`src/rtl/cos_irq_ctrl.sv`:
```
module cos_irq_ctrl #(
  parameter int GROUPS = 6,
  parameter int GW     = 8
) (
  input  logic                 clk,
  input  logic                 rst_n,
  input  logic [GROUPS*GW-1:0] in_lines,
  input  logic [2:0]           bus_addr,
  input  logic                 bus_rd,
  input  logic                 bus_wr,
  input  logic [7:0]           bus_wdata,
  output logic [7:0]           bus_rdata,
  output logic                 irq
);
  localparam int NIN = GROUPS * GW;
  localparam logic [2:0] CSR_ADDR = 3'd7;
  localparam logic [2:0] HOLE_ADDR = 3'd3;

  logic [NIN-1:0]    sync1, sync2, prev;
  logic [GROUPS-1:0] en, flag, chg;

  wire csr_rd = bus_rd && (bus_addr == CSR_ADDR);
  wire csr_wr = bus_wr && (bus_addr == CSR_ADDR);
  wire unused_wdata = ^bus_wdata[7:GROUPS];

  for (genvar g = 0; g < GROUPS; g++) begin : g_chg
    assign chg[g] = |(sync2[g*GW +: GW] ^ prev[g*GW +: GW]);
  end

  always_ff @(posedge clk or negedge rst_n) begin
    if (!rst_n) begin
      sync1 <= '0;
      sync2 <= '0;
      prev  <= '0;
    end else begin
      sync1 <= in_lines;
      sync2 <= sync1;
      prev  <= sync2;
    end
  end

  always_ff @(posedge clk or negedge rst_n) begin
    if (!rst_n) begin
      flag <= '0;
      en   <= '0;
    end else begin
      flag <= ((csr_rd ? '0 : flag) | (chg & en)) &
              (csr_wr ? bus_wdata[GROUPS-1:0] : {GROUPS{1'b1}});
      if (csr_wr) en <= bus_wdata[GROUPS-1:0];
    end
  end

  assign irq = |flag;

  always_comb begin
    bus_rdata = '0;
    if (bus_rd) begin
      if (bus_addr == CSR_ADDR)
        bus_rdata = {1'b0, ~irq, flag};
      else if (bus_addr < HOLE_ADDR)
        bus_rdata = sync2[32'(bus_addr) * GW +: GW];
      else if (bus_addr > HOLE_ADDR)
        bus_rdata = sync2[(32'(bus_addr) - 1) * GW +: GW];
    end
  end
endmodule


```
`config.mk`:
```
export PLATFORM = sky130hd
export DESIGN_NAME = cos_irq_ctrl
export DESIGN_NICKNAME = d
export VERILOG_FILES = /design/src/rtl/cos_irq_ctrl.sv
export SDC_FILE = /design/constraint.sdc
export NUM_CORES = 1
export LEC_CHECK = 0
export ABC_AREA = 1
export BUFFER_PORTS_ARGS = -buffer_cell sky130_fd_sc_hd__buf_2
export CORE_MARGIN = 5
export CORE_UTILIZATION = 51
export CTS_CLUSTER_DIAMETER = 150
export DETAILED_ROUTE_END_ITERATION = 8
export PLACE_DENSITY = 0.82
export REMOVE_ABC_BUFFERS = 1
export SYNTH_ARGS = -nofsm -noshare
export SYNTH_HDL_FRONTEND = slang
export SYNTH_SLANG_ARGS = --single-unit
```
`constraint.sdc`:
```
create_clock -name clk -period 2.05 [get_ports clk]
set_clock_uncertainty 0.2 [all_clocks]
set_input_delay 0.3075 -clock clk [delete_from_list [all_inputs] [get_ports clk]]
set_output_delay 0.3075 -clock clk [all_outputs]
set_load 0.01 [all_outputs]
```
**Word-level counts from Yosys, hierarchy flattened**

Cells that the tools add are included.

- Flip-flop bits (word level): 156

- Shift-type cells: 2
- Reductions and logical operators: 9
- Bitwise logic cells: 10
- Magnitude comparators: 2
- Mux-type cells: 6
- Add/sub/neg operators: 1
- Equal/unequal tests: 1

Operators with widths:

| kind | count |
|---|---|
| 8-bit OR reduction | 6 |
| 48-bit by 33-bit indexed part select with 8-bit output | 1 |
| 48-bit by 7-bit indexed part select with 8-bit output | 1 |
| 8-bit XOR | 6 |
| 8-bit 2-to-1 mux | 4 |
| 6-bit bitwise AND | 2 |
| 6-bit 2-to-1 mux | 2 |
| 6-bit OR | 1 |
| 6-bit OR reduction | 1 |
| 3-bit by 1-bit subtractor with 4-bit output, second input constant | 1 |
| 3-bit equality test, second input constant | 1 |
| 3-bit by 2-bit greater-than comparator with 1-bit output, second input constant | 1 |
| 3-bit by 2-bit < comparator with 1-bit output, second input constant | 1 |
| 1-bit logical AND | 2 |
| 1-bit inverter | 1 |

**Logic depth before layout (Yosys ltp)**

- Depth after elaboration: 6
- Depth in mapped cells: 11

**Least setup slack after synthesis**

No wires, ideal clock.

- Path type: input -> output
- Start: input port bus_addr[0]
- End: output port bus_rdata[0]
- Data arrival time: 1.701 ns
- Slack: -0.159 ns
- Stages on the path: 9
- Cell sequence: clkinv_1 buf_2 ha_1 buf_1 nor2_4 nand2_1 nand2_1 nand2_1 a21oi_1

- Word-level cells in the longest chain between the ends: 6
- Elaborated cells on any way between the ends: 10
- Classes of those cells: add/sub (1); order compare (2); eq/ne (1); shift (2); mux (4)

RTL lines:

| what | RTL line | source |
|---|---|---|
| from (decl) | 8 | `input logic [2:0] bus_addr,` |
| 3-bit by 1-bit subtractor with 4-bit output | 63 | `bus_rdata = sync2[(32'(bus_addr) - 1) * GW +: GW];` |
| 48-bit by 33-bit indexed part select with 8-bit output | 63 |  |
| 8-bit 2-to-1 mux | 62 | `else if (bus_addr > HOLE_ADDR)` |
| 8-bit 2-to-1 mux | 60 | `else if (bus_addr < HOLE_ADDR)` |
| 8-bit 2-to-1 mux * | 58 | `if (bus_addr == CSR_ADDR)` |
| 8-bit 2-to-1 mux * | 57 | `if (bus_rd) begin` |
| to (decl) | 12 | `output logic [7:0] bus_rdata,` |

Every way passes the cells marked *; elsewhere a longest branch is shown, timed or not.

**Final worst setup path**

- Start: register sync2[40]
- End: output port bus_rdata[0]

- Word-level cells in the longest chain between the ends: 5
- Elaborated cells on any way between the ends: 6
- Classes of those cells: shift (2); mux (4)

RTL lines:

| what | RTL line | source |
|---|---|---|
| from (decl) | 19 | `logic [NIN-1:0] sync1, sync2, prev;` |
| from (signal assigned) | 37 | `sync2 <= sync1;` |
| 48-bit by 33-bit indexed part select with 8-bit output | 63 |  |
| 8-bit 2-to-1 mux | 62 |  |
| 8-bit 2-to-1 mux * | 60 |  |
| 8-bit 2-to-1 mux * | 58 |  |
| 8-bit 2-to-1 mux * | 57 |  |

Marks and branches as above.

==> impl_metrics.py <==
metrics = {
    "clocking": {
        "numClockSinks": 156,
        "tritoncts": "built",
        "htree_levels": 4,
        "path_clk_slew_ns": 0.06,
        "cts_inserted_buffers": 17,
        "worst_skew_pair.late_latency_ns": 0.54,
        "cts_buffer_depth": 2,
        "clock-root-buffer": "clkbuf_8",
    },
    "route": {
        "antenna_violating_nets_post_route": 0,
        "drt-vias-per-instance": 4.95,
        "post-route-drc-count": 0,
        "vias": 4238,
        "drt_first_pass_iters": 5,
        "detail_route.wirelength_um": 13200,
        "drt_iter0_markers": 310,
        "post_drt_wl_per_cell_um": 15.4,
    },
    "worst_setup_path": {
        "rr_startpoint": "sync2[2]",
        "crit_arrival_ns": 1.73,
        "timing.critical_path.required_ns": 1.54,
        "path_class": "reg -> out",
        "crit_path_end_kind": "output port",
        "critical_path.startpoint_type": "flop",
        "setup.worst_path.start": "sync2[40]",
        "critical_path.max_fanout": 2,
    },
    "logic_synthesis": {
        "synth_cell_types": 22,
        "register_area_share_after_synthesis_pct": 68.4,
        "synth.ff_latch_count": 156,
        "syn_inst": 526,
        "syn-mean-instance-area_sq_um": 10.9,
        "ys_warn_count": 0,
        "netlist_area_sq_um": 5710,
    },
    "timing": {
        "post-route-min-period_ns": 2.24,
        "period_share_pct": 109,
        "worst-slew-pin-transition_ns": 0.343,
        "totalNegativeSetupSlack_ns": -1.29,
        "timing.slew.headroom_pct": 77.0,
        "grt_setup_unrepaired": "true",
        "final_count_of_negative_setup_slack_endpoints": 9,
        "report.final.hold_viol_count": 0,
        "fin_worst_setup_slack_ns": -0.191,
        "maxClockFrequency_ghz": 0.446,
        "report.final.slew_viol_count": 0,
    },
    "grt": {
        "groute.usage.overall_pct": 20.9,
        "grt_max_degree": 65,
        "wire_length_of_the_first_global_routing_pass_um": 20900,
        "grt_antenna_before_repair": 0,
        "total_gr_overflow": 0,
        "number_of_global_route_vias_before_repair": 4397,
    },
    "layout": {
        "fillCellCount": 714,
        "design_area_sq_um": 7890,
        "finalCoreUtilization_pct": 72.5,
        "antenna-diode-count": 0,
        "area_delta_synth_final_pct": 38.2,
        "final_nets": 770,
        "drive_above_1_share_pct": 27.1,
    },
    "worst_hold_path": {
        "timing.hold.worst.class": "in -> reg",
        "hold_path_startpoint": "bus_rd",
    },
    "power_and_ir_drop": {
        "static-leakage-power_nw": 3.76,
        "pwr_density_cell_nw_per_um2": 935,
        "worst_ir_drop_on_vdd_uv": 719,
    },
    "floorplanning": {
        "die_w_um": 116,
        "initial_core_util_pct": 52.4,
        "floorplan.die.height_um": 116,
        "floorplan.die_area_sq_um": 13400,
        "design.core.area_sq_um": 10900,
        "placement_rows": 38,
        "io_pins": 72,
    },
    "outcome": {
        "failing_checks": "setup timing",
        "run_status": "finished, violations left",
    },
    "place": {
        "post_dp_cell_area_sq_um": 6350,
        "io_buffers": 69,
        "detailed_placement_wirelength_estimate_um": 8250,
        "globalplace.congestion": 0.925,
    },
    "flow_run": {
        "cap_viol_max_count": 0,
    },
}
[report_power, final]
part	internal [mW]	switching (mW)	total [mW]
Clock	2.02	1.23	3.25
Sequential	3.25	0.111	3.37
Combinational	0.369	0.394	0.764
[metrics by stage]
step	hold WS [ns]	worst slack [ns]	cells	total power [mW]
after global placement	-0.00366	-0.237	742	3.96
after global routing	0.111	-0.294	857	7.67
after CTS	0.0445	-0.207	846	7.38
after detailed placement	-0.000494	-0.224	742	3.99
final	0.0834	-0.191	857	7.37
after floorplan	-0.188	-0.0832	514	3.69
[timing repair]
item                                   in CTS  in global routing
setup buffers                              17                 11
pin swaps                                  10                  9
endpoints found under the hold margin     216                  0
resized for setup                          41                 19
hold buffers                               56                  0
setup endpoints to repair                   8                  9
[cells by family (layout without fill, tap and decap cells)]
family | count (synthesis) | count (layout) | synth area share [%]
xor gates and xnor gates | 43 | 43 | 6.60
AOI/OAI and AO/OA | 75 | 75 | 6.71
DFF | 156 | 156 | 68.4
and+or+nand+nor | 193 | 193 | 13.9
buffers and inverters | 57 | 248 | 4.03
adders and majority gates | 2 | 2 | 0.438
[cells in the final DEF, fill, tap and decap left out, types with 2 or more instances in the layout]
master         netlist  routed
a21oi_1             36      27
a21oi_2              1      10
buf_12               0       4
buf_2                7      67
buf_4                2      44
buf_6                0       2
bufinv_16            0       4
clkbuf_16            0      16
clkbuf_8             0       2
clkinv_4             0       2
clkinvlp_4           0       4
dfrtp_1            156     155
dlygate4sd3_1        0      55
inv_1               42      36
inv_2                2       8
nand2_1            126     125
nand2_2              2       2
nand3_1             29      25
nand3_2              0       4
nor2_1              28      26
nor2_2               0       2
o21ai_0             36      14
o21ai_1              0      13
o21ai_2              0       9
or2_2                6       6
xnor2_1             43      42
[flip-flops by register name, summed over array words and instances, names as in the netlist]
register  count
sync2        48
en            6
sync1        48
flag          6
prev         48
[per-layer routing]
metal	track usage, %	up-vias	wire length [um]
li1	-	2015	-
met1	24.7	2036	5190
met2	35.9	150	6820
met3	6.16	37	756
met4	8.97	0	395
met5	0	-	0
[worst paths after layout]
check                           slack (ns)           end  cells after the start
min in group asynchronous             0.10       prev[0]                      3
worst max-delay path                 -0.19  bus_rdata[0]                      9
max in group asynchronous             1.20     sync1[29]                      3
worst min register to register        0.14      sync2[4]                      0
worst max register to register        0.51       flag[0]                      8
worst min-delay path                  0.08       flag[0]                      4
[final cells by class]
| type | instances | area (sq um) | share of cell area (%) |
|---|---|---|---|
| clock buffers | 19 | 432 | 5.47 |
| inverters | 45 | 169 | 2.14 |
| clock inverters | 12 | 188 | 2.38 |
| repair buffers | 172 | 1320 | 16.7 |
| well taps | 140 | 175 | 2.22 |
| flip-flops and latches | 156 | 3910 | 49.5 |
| multi-input cells | 313 | 1700 | 21.6 |
[Yosys cell counts]
master | count | area (sq um)
nor4_1 | 1 | 6.26
clkinv_1 | 1 | 3.75
o211ai_1 | 1 | 7.51
nor2_4 | 1 | 11.3
dfrtp_1 | 156 | 3900
o22ai_1 | 1 | 6.26
clkbuf_1 | 2 | 7.51
buf_1 | 1 | 3.75
o21ai_0 | 36 | 180
a21oi_1 | 36 | 180
nand3_1 | 29 | 145
inv_1 | 42 | 158
nor2_1 | 28 | 105
or2_2 | 6 | 37.5
buf_4 | 2 | 15.0
ha_1 | 2 | 25.0
nand2_1 | 126 | 473
a21oi_2 | 1 | 8.76
inv_2 | 2 | 7.51
nand2_2 | 2 | 12.5
buf_2 | 7 | 35.0
xnor2_1 | 43 | 377
[critical path: stages, from the launching register on]
cell and delay [ns]:
dfrtp_1 0.38, inv_1 0.07, nor2_2 0.10, nand2_1 0.09, nand3_1 0.08, nand3_1 0.07
nand2_1 0.07, nand2_2 0.05, a21oi_2 0.15, buf_2 0.15
No activity file was read; power rests on OpenSTA's default activity.
